File: src/rtl/asram_pkg.sv
package asram_pkg;

  typedef enum logic [2:0] {
    ST_IDLE,
    ST_WPULSE,
    ST_WHOLD,
    ST_RACC,
    ST_STBY,
    ST_RECOV
  } seq_state_e;

  typedef struct packed {
    logic ce1_n;
    logic ce2;
    logic oe_n;
    logic we_n;
    logic dq_oe;
  } pin_ctl_t;

  localparam pin_ctl_t PINS_IDLE = '{ce1_n: 1'b1, ce2: 1'b1, oe_n: 1'b1, we_n: 1'b1, dq_oe: 1'b0};

  function automatic int unsigned ns_to_cyc(input int unsigned ns, input int unsigned clk_ns);
    return (ns + clk_ns - 1) / clk_ns;
  endfunction

  function automatic int unsigned max2(input int unsigned a, input int unsigned b);
    return (a > b) ? a : b;
  endfunction

endpackage

File: src/rtl/asram_timer.sv
module asram_timer #(
  parameter int unsigned CNT_W = 3
) (
  input  logic             clk,
  input  logic             rst_n,
  input  logic             load,
  input  logic [CNT_W-1:0] load_val,
  output logic [CNT_W-1:0] cnt_q,
  output logic [CNT_W-1:0] cnt_d,
  output logic             zero
);

  always_comb begin
    cnt_d = cnt_q;
    if (load) begin
      cnt_d = load_val;
    end else if (cnt_q != '0) begin
      cnt_d = cnt_q - 1'b1;
    end
  end

  always_ff @(posedge clk or negedge rst_n) begin
    if (!rst_n) begin
      cnt_q <= '0;
    end else begin
      cnt_q <= cnt_d;
    end
  end

  assign zero = (cnt_q == '0);

endmodule

File: src/rtl/asram_seq.sv
module asram_seq
  import asram_pkg::*;
#(
  parameter int unsigned CNT_W   = 3,
  parameter int unsigned WE_CYC  = 5,
  parameter int unsigned RD_CYC  = 5,
  parameter int unsigned REC_CYC = 5
) (
  input  logic             clk,
  input  logic             rst_n,
  input  logic             req_valid,
  input  logic             req_write,
  input  logic             stby_req,
  input  logic             cnt_zero,
  output seq_state_e       state_q,
  output seq_state_e       state_d,
  output logic             cnt_load,
  output logic [CNT_W-1:0] cnt_init,
  output logic             req_ready,
  output logic             accept,
  output logic             rd_cap,
  output logic             wr_fin
);

  localparam logic [CNT_W-1:0] WE_INIT  = CNT_W'(WE_CYC - 1);
  localparam logic [CNT_W-1:0] RD_INIT  = CNT_W'(RD_CYC - 1);
  localparam logic [CNT_W-1:0] REC_INIT = CNT_W'(REC_CYC - 1);

  assign req_ready = rst_n && (state_q == ST_IDLE) && !stby_req;
  assign accept    = req_ready && req_valid;
  assign rd_cap    = (state_q == ST_RACC) && cnt_zero;
  assign wr_fin    = (state_q == ST_WHOLD);

  always_comb begin
    state_d  = state_q;
    cnt_load = 1'b0;
    cnt_init = '0;
    unique case (state_q)
      ST_IDLE: begin
        if (stby_req) begin
          state_d = ST_STBY;
        end else if (req_valid) begin
          cnt_load = 1'b1;
          if (req_write) begin
            state_d  = ST_WPULSE;
            cnt_init = WE_INIT;
          end else begin
            state_d  = ST_RACC;
            cnt_init = RD_INIT;
          end
        end
      end
      ST_WPULSE: if (cnt_zero) state_d = ST_WHOLD;
      ST_WHOLD:  state_d = ST_IDLE;
      ST_RACC:   if (cnt_zero) state_d = ST_IDLE;
      ST_STBY: begin
        if (!stby_req) begin
          state_d  = ST_RECOV;
          cnt_load = 1'b1;
          cnt_init = REC_INIT;
        end
      end
      ST_RECOV:  if (cnt_zero) state_d = ST_IDLE;
      default:   state_d = ST_IDLE;
    endcase
  end

  always_ff @(posedge clk or negedge rst_n) begin
    if (!rst_n) begin
      state_q <= ST_IDLE;
    end else begin
      state_q <= state_d;
    end
  end

endmodule

File: src/rtl/asram_pins.sv
module asram_pins
  import asram_pkg::*;
#(
  parameter int unsigned ADDR_W   = 17,
  parameter int unsigned DATA_W   = 8,
  parameter int unsigned CNT_W    = 3,
  parameter int unsigned WE_CYC   = 5,
  parameter int unsigned TURN_CYC = 2
) (
  input  logic              clk,
  input  logic              rst_n,
  input  seq_state_e        state_d,
  input  logic [CNT_W-1:0]  cnt_d,
  input  logic              accept,
  input  logic [ADDR_W-1:0] req_addr,
  input  logic [DATA_W-1:0] req_wdata,
  input  logic              rd_cap,
  input  logic              wr_fin,
  input  logic [DATA_W-1:0] dq_i,
  output pin_ctl_t          pins_q,
  output logic [ADDR_W-1:0] addr_q,
  output logic [DATA_W-1:0] wdata_q,
  output logic [DATA_W-1:0] rdata_q,
  output logic              rd_valid_q,
  output logic              wr_done_q
);

  localparam int DRV_LAST = int'(WE_CYC) - 1 - int'(TURN_CYC);

  pin_ctl_t pins_d;

  always_comb begin
    pins_d = PINS_IDLE;
    unique case (state_d)
      ST_WPULSE: begin
        pins_d.ce1_n = 1'b0;
        pins_d.we_n  = 1'b0;
        pins_d.dq_oe = (int'(cnt_d) <= DRV_LAST);
      end
      ST_WHOLD: begin
        pins_d.ce1_n = 1'b0;
        pins_d.dq_oe = 1'b1;
      end
      ST_RACC: begin
        pins_d.ce1_n = 1'b0;
        pins_d.oe_n  = 1'b0;
      end
      ST_STBY: begin
        pins_d.ce2 = 1'b0;
      end
      default: pins_d = PINS_IDLE;
    endcase
  end

  always_ff @(posedge clk or negedge rst_n) begin
    if (!rst_n) begin
      pins_q     <= PINS_IDLE;
      rd_valid_q <= 1'b0;
      wr_done_q  <= 1'b0;
    end else begin
      pins_q     <= pins_d;
      rd_valid_q <= rd_cap;
      wr_done_q  <= wr_fin;
    end
  end

  always_ff @(posedge clk or negedge rst_n) begin
    if (!rst_n) begin
      addr_q  <= '0;
      wdata_q <= '0;
    end else if (accept) begin
      addr_q  <= req_addr;
      wdata_q <= req_wdata;
    end
  end

  always_ff @(posedge clk or negedge rst_n) begin
    if (!rst_n) begin
      rdata_q <= '0;
    end else if (rd_cap) begin
      rdata_q <= dq_i;
    end
  end

endmodule

File: src/rtl/asram_ctrl.sv
module asram_ctrl
  import asram_pkg::*;
#(
  parameter int unsigned ADDR_W    = 17,
  parameter int unsigned DATA_W    = 8,
  parameter int unsigned CLK_NS    = 10,
  parameter int unsigned T_WP_NS   = 35,
  parameter int unsigned T_DS_NS   = 25,
  parameter int unsigned T_WC_NS   = 45,
  parameter int unsigned T_AA_NS   = 45,
  parameter int unsigned T_OE_NS   = 20,
  parameter int unsigned T_RC_NS   = 45,
  parameter int unsigned T_HZWE_NS = 15
) (
  input  logic              clk,
  input  logic              rst_n,
  input  logic              req_valid,
  output logic              req_ready,
  input  logic              req_write,
  input  logic [ADDR_W-1:0] req_addr,
  input  logic [DATA_W-1:0] req_wdata,
  output logic              rd_valid,
  output logic [DATA_W-1:0] rd_data,
  output logic              wr_done,
  input  logic              stby_req,
  output logic [ADDR_W-1:0] sram_addr,
  output logic              sram_ce1_n,
  output logic              sram_ce2,
  output logic              sram_oe_n,
  output logic              sram_we_n,
  output logic [DATA_W-1:0] sram_dq_o,
  output logic              sram_dq_oe,
  input  logic [DATA_W-1:0] sram_dq_i
);

  localparam int unsigned WP_CYC   = max2(1, ns_to_cyc(T_WP_NS, CLK_NS));
  localparam int unsigned DS_CYC   = max2(1, ns_to_cyc(T_DS_NS, CLK_NS));
  localparam int unsigned WC_CYC   = max2(2, ns_to_cyc(T_WC_NS, CLK_NS));
  localparam int unsigned TURN_CYC = max2(1, ns_to_cyc(T_HZWE_NS, CLK_NS));
  localparam int unsigned WE_CYC   = max2(max2(WP_CYC, TURN_CYC + DS_CYC), WC_CYC - 1);
  localparam int unsigned RD_CYC   = max2(1, max2(ns_to_cyc(T_AA_NS, CLK_NS),
                                         max2(ns_to_cyc(T_OE_NS, CLK_NS), ns_to_cyc(T_RC_NS, CLK_NS))));
  localparam int unsigned REC_CYC  = max2(1, ns_to_cyc(T_RC_NS, CLK_NS));
  localparam int unsigned MAX_CYC  = max2(WE_CYC, max2(RD_CYC, REC_CYC));
  localparam int unsigned CNT_W    = max2(1, $clog2(MAX_CYC));

  logic [1:0]       rst_pipe_q;
  logic             rst_sync_n;
  seq_state_e       state_q;
  seq_state_e       state_d;
  logic             cnt_load;
  logic [CNT_W-1:0] cnt_init;
  logic [CNT_W-1:0] cnt_q;
  logic [CNT_W-1:0] cnt_d;
  logic             cnt_zero;
  logic             accept;
  logic             rd_cap;
  logic             wr_fin;
  pin_ctl_t         pins_q;

  always_ff @(posedge clk or negedge rst_n) begin
    if (!rst_n) begin
      rst_pipe_q <= '0;
    end else begin
      rst_pipe_q <= {rst_pipe_q[0], 1'b1};
    end
  end
  assign rst_sync_n = rst_pipe_q[1];

  asram_timer #(.CNT_W(CNT_W)) u_timer (
    .clk      (clk),
    .rst_n    (rst_sync_n),
    .load     (cnt_load),
    .load_val (cnt_init),
    .cnt_q    (cnt_q),
    .cnt_d    (cnt_d),
    .zero     (cnt_zero)
  );

  asram_seq #(
    .CNT_W   (CNT_W),
    .WE_CYC  (WE_CYC),
    .RD_CYC  (RD_CYC),
    .REC_CYC (REC_CYC)
  ) u_seq (
    .clk       (clk),
    .rst_n     (rst_sync_n),
    .req_valid (req_valid),
    .req_write (req_write),
    .stby_req  (stby_req),
    .cnt_zero  (cnt_zero),
    .state_q   (state_q),
    .state_d   (state_d),
    .cnt_load  (cnt_load),
    .cnt_init  (cnt_init),
    .req_ready (req_ready),
    .accept    (accept),
    .rd_cap    (rd_cap),
    .wr_fin    (wr_fin)
  );

  asram_pins #(
    .ADDR_W   (ADDR_W),
    .DATA_W   (DATA_W),
    .CNT_W    (CNT_W),
    .WE_CYC   (WE_CYC),
    .TURN_CYC (TURN_CYC)
  ) u_pins (
    .clk        (clk),
    .rst_n      (rst_sync_n),
    .state_d    (state_d),
    .cnt_d      (cnt_d),
    .accept     (accept),
    .req_addr   (req_addr),
    .req_wdata  (req_wdata),
    .rd_cap     (rd_cap),
    .wr_fin     (wr_fin),
    .dq_i       (sram_dq_i),
    .pins_q     (pins_q),
    .addr_q     (sram_addr),
    .wdata_q    (sram_dq_o),
    .rdata_q    (rd_data),
    .rd_valid_q (rd_valid),
    .wr_done_q  (wr_done)
  );

  assign sram_ce1_n = pins_q.ce1_n;
  assign sram_ce2   = pins_q.ce2;
  assign sram_oe_n  = pins_q.oe_n;
  assign sram_we_n  = pins_q.we_n;
  assign sram_dq_oe = pins_q.dq_oe;

endmodule

File: config.mk
export PLATFORM = sky130hd
export DESIGN_NAME = asram_ctrl
export DESIGN_NICKNAME = d
export VERILOG_FILES = /design/src/rtl/asram_pkg.sv /design/src/rtl/asram_timer.sv /design/src/rtl/asram_seq.sv /design/src/rtl/asram_pins.sv /design/src/rtl/asram_ctrl.sv
export SDC_FILE = /design/constraint.sdc
export NUM_CORES = 1
export LEC_CHECK = 0
export BUFFER_PORTS_ARGS = -buffer_cell sky130_fd_sc_hd__buf_2
export CAP_MARGIN = 40
export CORE_MARGIN = 2
export CORE_UTILIZATION = 35
export CTS_BUF_LIST = sky130_fd_sc_hd__clkbuf_4 sky130_fd_sc_hd__clkbuf_8
export CTS_CLUSTER_DIAMETER = 150
export DETAILED_ROUTE_END_ITERATION = 8
export PLACE_DENSITY = 0.71
export REMOVE_ABC_BUFFERS = 1
export SLEW_MARGIN = 20
export SYNTH_ARGS = -nofsm -noshare
export SYNTH_HDL_FRONTEND = slang
export SYNTH_SLANG_ARGS = --single-unit
File: constraint.sdc
create_clock -name clk -period 2.15 [get_ports clk]
set_input_delay 0.3225 -clock clk [delete_from_list [all_inputs] [get_ports clk]]
set_output_delay 0.3225 -clock clk [all_outputs]
set_load 0.005 [all_outputs]
==> results of run 1 <==
state kept, by name (all words and copies together), names as in the netlist:
signal	cells
u_pins.addr_q	17
u_pins.rdata_q	8
u_pins.wdata_q	8
u_pins.pins_q	5
u_seq.state_q	3
u_timer.cnt_q	3
rst_pipe_q	2
u_pins.rd_valid_q	1
u_pins.wr_done_q	1
worst paths after layout:
kind,start,endpoint,slack [ns],cells past startpoint
min in group asynchronous,rst_n,rst_pipe_q[1],0.33,2
worst max register to register,u_timer.cnt_q[0],u_pins.pins_q[0],0.32,7
max in group asynchronous,rst_pipe_q[1],u_pins.pins_q[3],1.31,1
worst min-delay path,sram_dq_i[4],u_pins.rdata_q[4],0.25,2
worst max-delay path,u_timer.cnt_q[0],u_pins.pins_q[0],0.32,7
worst min register to register,rst_pipe_q[0],rst_pipe_q[1],0.36,0
metrics by stage:
step	hold WS (ns)	power [uW]	setup WS (ns)	instance area (sq um)
after floorplan	0.0269	2240	-0.363	1930
after global placement	0.109	2710	0.394	2410
after detailed placement	0.111	2750	0.328	2410
after CTS	0.232	3440	0.299	2540
after global routing	0.226	3630	0.168	2540
final	0.248	3370	0.315	2540
placed cells by master, fill, tap and decap left out, types with 2 or more instances in the layout:
| cell | count |
|---|---|
| clkbuf_8 | 5 |
| dfstp_2 | 4 |
| nor2_1 | 2 |
| nand2_1 | 3 |
| buf_2 | 78 |
| inv_1 | 7 |
| or2_2 | 3 |
| mux2_2 | 31 |
| mux2_4 | 2 |
| and3_1 | 2 |
| a21oi_1 | 3 |
| ha_1 | 3 |
| dfrtp_1 | 43 |
power breakdown:
group          leakage, uW  total (uW)  switching [uW]  internal, uW
Sequential        0.000586        1530             221          1310
Clock            0.0000548         658             308           350
Combinational     0.000669        1190             515           673
Total              0.00131        3370            1040          2330
routing by layer:
metal	GRT usage (%)	vias to the layer above	share of wire, %
met5	0	-	0
met4	5.17	0	1.5
met3	3.75	6	6.2
met2	21.5	47	48
met1	16.1	631	44
li1	-	610	-
kinds of logic (layout without fill, tap and decap cells):
family | count (synthesis) | in the layout
buffers and inverters | 12 | 96
other | 1 | 1
AOI/OAI and AO/OA | 11 | 11
and+or+nand+nor | 22 | 22
adders and majority gates | 3 | 3
DFF | 48 | 48
muxes | 33 | 33
xor gates and xnor gates | 1 | 1
layout make-up:
class	count	area, sq um	area share (%)
multi-input cells	71	689	27.1
clock buffers	5	68.8	2.71
clock inverters	3	46.3	1.82
repair buffers	80	408	16.1
flip-flops and latches	48	1210	47.5
inverters	8	30.0	1.18
well taps	72	90.1	3.55
==> impl_metrics.env, run 1 <==
export IMPL_clock_skew_ns=0.00636
export IMPL_final_cells=287
export IMPL_status="finished clean"
export IMPL_syn_inst=131
export IMPL_worst_pin_slew_ns=0.577
export IMPL_synth_seq_cells=48
export IMPL_cts_inserted_buffers=5
export IMPL_crit_path_start_kind="flip-flop"
export IMPL_fillers=532
export IMPL_rsz0062_at_grt="false"
export IMPL_yosysTopAreaCell="dfrtp_1"
export IMPL_arrival_ns=2.04
export IMPL_start_util_pct=35.8
export IMPL_async_reset_ff_share_pct=100
export IMPL_max_stage_delay_ns=0.37
export IMPL_grt_pass1_wl_um=6180
export IMPL_clockBufferDepth=2
export IMPL_slew_violations=0
export IMPL_fin_crit_sh_pct=85.3
export IMPL_drtPass1Iterations=4
export IMPL_drv_cap=0
export IMPL_yosysSeqAreaShare_pct=61.5
export IMPL_ys_warn_count=0
export IMPL_syn_avg_cell_area_sq_um=15.0
export IMPL_drc=0
export IMPL_cts_hold_buffers=1
export IMPL_cts_tree="done"
export IMPL_drt_iter0_drc=32
export IMPL_pwr_density_cell_nw_per_um2=1330
export IMPL_cp_end_kind="flip-flop"
export IMPL_yosys_top_cells_area="dfrtp_1 56%, mux2_2 18%, dfstp_2 5.4%, ha_1 1.9%, mux2_4 1.5%"
export IMPL_syn_to_final_growth_pct=29.5
export IMPL_ys_types=37
export IMPL_final_setup_tns_ns=0
export IMPL_grt_pass1_vias=1352
export IMPL_wl_per_cell_um=13.0
export IMPL_dieArea_sq_um=6220
export IMPL_period_minus_slack_ns=1.83
export IMPL_vdd_ir_drop_max_v=0.000526
export IMPL_cts_root_buf="clkbuf_8"
export IMPL_synth_compound_area_share_pct=4.98
export IMPL_yosys_area_share_simple_pct=8.30
export IMPL_hold_violations=0
export IMPL_synth_ff_type="dfrtp_1"
export IMPL_pin_count=79
export IMPL_grt_max_degree=47
export IMPL_synth_mux_area_share_pct=19.3
export IMPL_synthAdderAreaFrac_pct=1.91
export IMPL_synth_top_cell_area_share_pct=56.2
export IMPL_dp_cells=278
export IMPL_n_antenna_cell=0
export IMPL_synth_edf_count=0
export IMPL_cp_slowest_cell="dfrtp_1"
export IMPL_via_per_inst=4.51
export IMPL_layout_drive_gt1_share_pct=64.7
export IMPL_synth_top_family_by_area="multiplexers"
export IMPL_fmax_ghz=0.545
export IMPL_slew_headroom_pct=61.5
export IMPL_cp_cell_sequence="inv_1, ha_1, ha_1, xor2_1, a32oi_2, inv_2, o41ai_2"
export IMPL_crit_family="compound AO/OA/AOI/OAI gates"
export IMPL_grtUsageTotal_pct=13.0
export IMPL_die_h_um=78.8
export IMPL_path_class="flip-flop to flip-flop"
export IMPL_rows=27
export IMPL_clk_insertion_delay_late_ns=0.30
export IMPL_hpwlAfterDp_um=2700
export IMPL_die_width_um=78.8
export IMPL_clock_sinks=48
export IMPL_setup_viol=0
export IMPL_vias=1294
export IMPL_overflow=0
export IMPL_post_cts_setup_buffer_count=0
export IMPL_synth_area_sq_um=1960
export IMPL_gp_congestion=0.784
export IMPL_final_nets=255
export IMPL_critical_path_required_ns=2.36
export IMPL_core_sq_um=5470
export IMPL_cts_resized=0
export IMPL_ant_nets=0
export IMPL_critPathMostFrequentCell="ha_1"
export IMPL_clkTransAtPathRegs_ns=0.09
export IMPL_path_buf_inv=2
export IMPL_htree_num_levels=2
export IMPL_fin_util_pct=46.4
export IMPL_worst_path_max_fanout=9
export IMPL_synth_xor_area_share_pct=0.447
export IMPL_synth_most_common_cell="dfrtp_1"
export IMPL_antenna_found_initial=0
export IMPL_totalWireLength_um=3740
export IMPL_leakagePower_uw=0.00131
export IMPL_io_buffers=78
export IMPL_synthTopCellsByCount="44 x dfrtp_1, 31 x mux2_2, 7 x inv_1, 4 x dfstp_2"
export IMPL_hold_path_class="input pin to flip-flop"
Power figures use the tool's default switching activity.
==> inputs of run 2 (changes only) <==
--- a/config.mk
+++ b/config.mk
@@ -7,7 +7,7 @@
 export LEC_CHECK = 0
 export BUFFER_PORTS_ARGS = -buffer_cell sky130_fd_sc_hd__buf_2
 export CAP_MARGIN = 40
-export CORE_MARGIN = 2
+export CORE_MARGIN = 3
 export CORE_UTILIZATION = 35
 export CTS_BUF_LIST = sky130_fd_sc_hd__clkbuf_4 sky130_fd_sc_hd__clkbuf_8
 export CTS_CLUSTER_DIAMETER = 150
==> impl_metrics.env, run 2 (synthesis results as in run 1) <==
export IMPL_fin_crit_sh_pct=86.9
export IMPL_ant_nets=0
export IMPL_setup_viol=0
export IMPL_rows=26
export IMPL_drv_cap=0
export IMPL_mostFrequentLayoutCells="78 x buf_2, 43 x dfrtp_1, 31 x mux2_2, 7 x inv_1, 5 x clkbuf_8"
export IMPL_n_antenna_cell=0
export IMPL_worst_pin_slew_ns=0.569
export IMPL_syn_to_final_growth_pct=29.2
export IMPL_fin_util_pct=48.1
export IMPL_p_seq_share_pct=45.2
export IMPL_grt_max_degree=47
export IMPL_p_clk_share_pct=19.4
export IMPL_worst_path_max_fanout=9
export IMPL_cts_root_buf="clkbuf_8"
export IMPL_gp_congestion=0.805
export IMPL_clk_insertion_delay_late_ns=0.30
export IMPL_critical_path_required_ns=2.35
export IMPL_grt_pass1_wl_um=5840
export IMPL_dieArea_sq_um=6540
export IMPL_cp_slowest_cell="dfrtp_1"
export IMPL_fmax_ghz=0.535
export IMPL_max_stage_delay_ns=0.36
export IMPL_place_ws_ns=0.265
export IMPL_vdd_ir_drop_max_v=0.000586
export IMPL_drt_iter0_drc=27
export IMPL_core_sq_um=5270
export IMPL_drtPass1Iterations=4
export IMPL_status="finished clean"
export IMPL_htree_num_levels=2
export IMPL_vias=1270
export IMPL_totalWireLength_um=3770
export IMPL_p_sw_uw=1030
export IMPL_die_width_um=80.8
export IMPL_fillers=522
export IMPL_reg_largest_list="u_pins.addr_q: 17 flops, u_pins.rdata_q: 8 flops, u_pins.wdata_q: 8 flops"
export IMPL_clockBufferDepth=2
export IMPL_regMostFlops="u_pins.addr_q"
export IMPL_clkTransAtPathRegs_ns=0.09
export IMPL_grtUsageTotal_pct=11.9
export IMPL_period_minus_slack_ns=1.87
export IMPL_die_h_um=80.8
export IMPL_final_nets=255
export IMPL_final_common_cell="buf_2"
export IMPL_pin_count=79
export IMPL_rsz0062_at_grt="false"
export IMPL_cts_tree="done"
export IMPL_io_buffers=78
export IMPL_wl_per_cell_um=13.2
export IMPL_p_int_uw=2340
export IMPL_leakagePower_uw=0.00131
export IMPL_antenna_found_initial=0
export IMPL_grt_pass1_vias=1253
export IMPL_finalWorstSetupSlack_ns=0.281
export IMPL_drc=0
export IMPL_final_setup_tns_ns=0
export IMPL_arrival_ns=2.06
export IMPL_cts_inserted_buffers=5
export IMPL_seq_area_sq_um=1210
export IMPL_hold_violations=0
export IMPL_crit_family="compound AO/OA/AOI/OAI gates"
export IMPL_largest_reg_flops=17
export IMPL_multi_input_area_sq_um=689
export IMPL_start_util_pct=37.2
export IMPL_clock_skew_ns=0.00351
export IMPL_slew_headroom_pct=62.1
export IMPL_critPathMostFrequentCell="ha_1"
export IMPL_path_buf_inv=2
export IMPL_hold_path_class="input pin to flip-flop"
export IMPL_clock_sinks=48
export IMPL_overflow=0
export IMPL_crit_path_start_kind="flip-flop"
export IMPL_layout_drive_gt1_share_pct=64.7
export IMPL_cp_end_kind="flip-flop"
export IMPL_cp_cell_sequence="inv_1, ha_1, ha_1, xor2_1, a32oi_2, inv_2, o41ai_2"
export IMPL_cts_resized=0
export IMPL_post_cts_setup_buffer_count=0
export IMPL_slew_violations=0
export IMPL_hpwlAfterDp_um=2800
export IMPL_path_class="flip-flop to flip-flop"
export IMPL_cts_hold_buffers=1
export IMPL_via_per_inst=4.46
export IMPL_power_frac_comb_pct=35.3
export IMPL_pwr_density_cell_nw_per_um2=1330
export IMPL_swShare_pct=30.6
-- run 2: changes by cell type in the layout (fill, tap and decap cells not counted), sizes merged --
cell      delta
clkbuf       +1
clkinvlp     -1
clkinv       +1
inv          -1
-- run 2: worst paths after layout --
kind,start,to,slack [ns],cells past startpoint
max,u_timer.cnt_q[0],u_pins.pins_q[0],0.28,7
min,req_addr[16],u_pins.addr_q[16],0.25,2
max reg2reg,u_timer.cnt_q[0],u_pins.pins_q[0],0.28,7
min reg2reg,rst_pipe_q[0],rst_pipe_q[1],0.35,0
max in group asynchronous,rst_pipe_q[1],u_pins.addr_q[5],1.33,1
min in group asynchronous,rst_n,rst_pipe_q[0],0.34,2
-- run 2: area by class of cell --
class | instances | share of cell area, %
Tap cell | 70 | 3.46
Inverter | 8 | 1.19
Sequential cell | 48 | 47.7
Timing Repair Buffer | 80 | 16.1
Clock buffer | 6 | 3.01
Clock inverter | 2 | 1.38
Multi-Input combinational cell | 71 | 27.2
-- run 2: power groups by stage --
stage	logic (uW)	clock network, uW	registers, uW
5_1_grt	1330	713	1580
6_report	1190	654	1520
3_3_place_gp	1180	0	1530
3_5_place_dp	1210	0	1540
4_1_cts	1220	684	1530
2_1_floorplan	666	0	1570
-- run 2: metrics by stage --
step | hold slack [ns] | cells | total power (uW) | area, sq um
floorplan | 0.0269 | 127 | 2240 | 1930
global placement | 0.110 | 276 | 2710 | 2410
detailed placement | 0.113 | 276 | 2760 | 2410
CTS | 0.233 | 285 | 3430 | 2530
global route | 0.237 | 285 | 3620 | 2530
finish | 0.246 | 285 | 3360 | 2530
-- run 2: metal layers --
layer,part of all wire (%),up-vias,track usage (%)
met3,6.1,8,3.88
met4,2.1,0,6.08
li1,-,615,-
met5,0,-,0
met2,53,37,20.0
met1,39,610,13.5
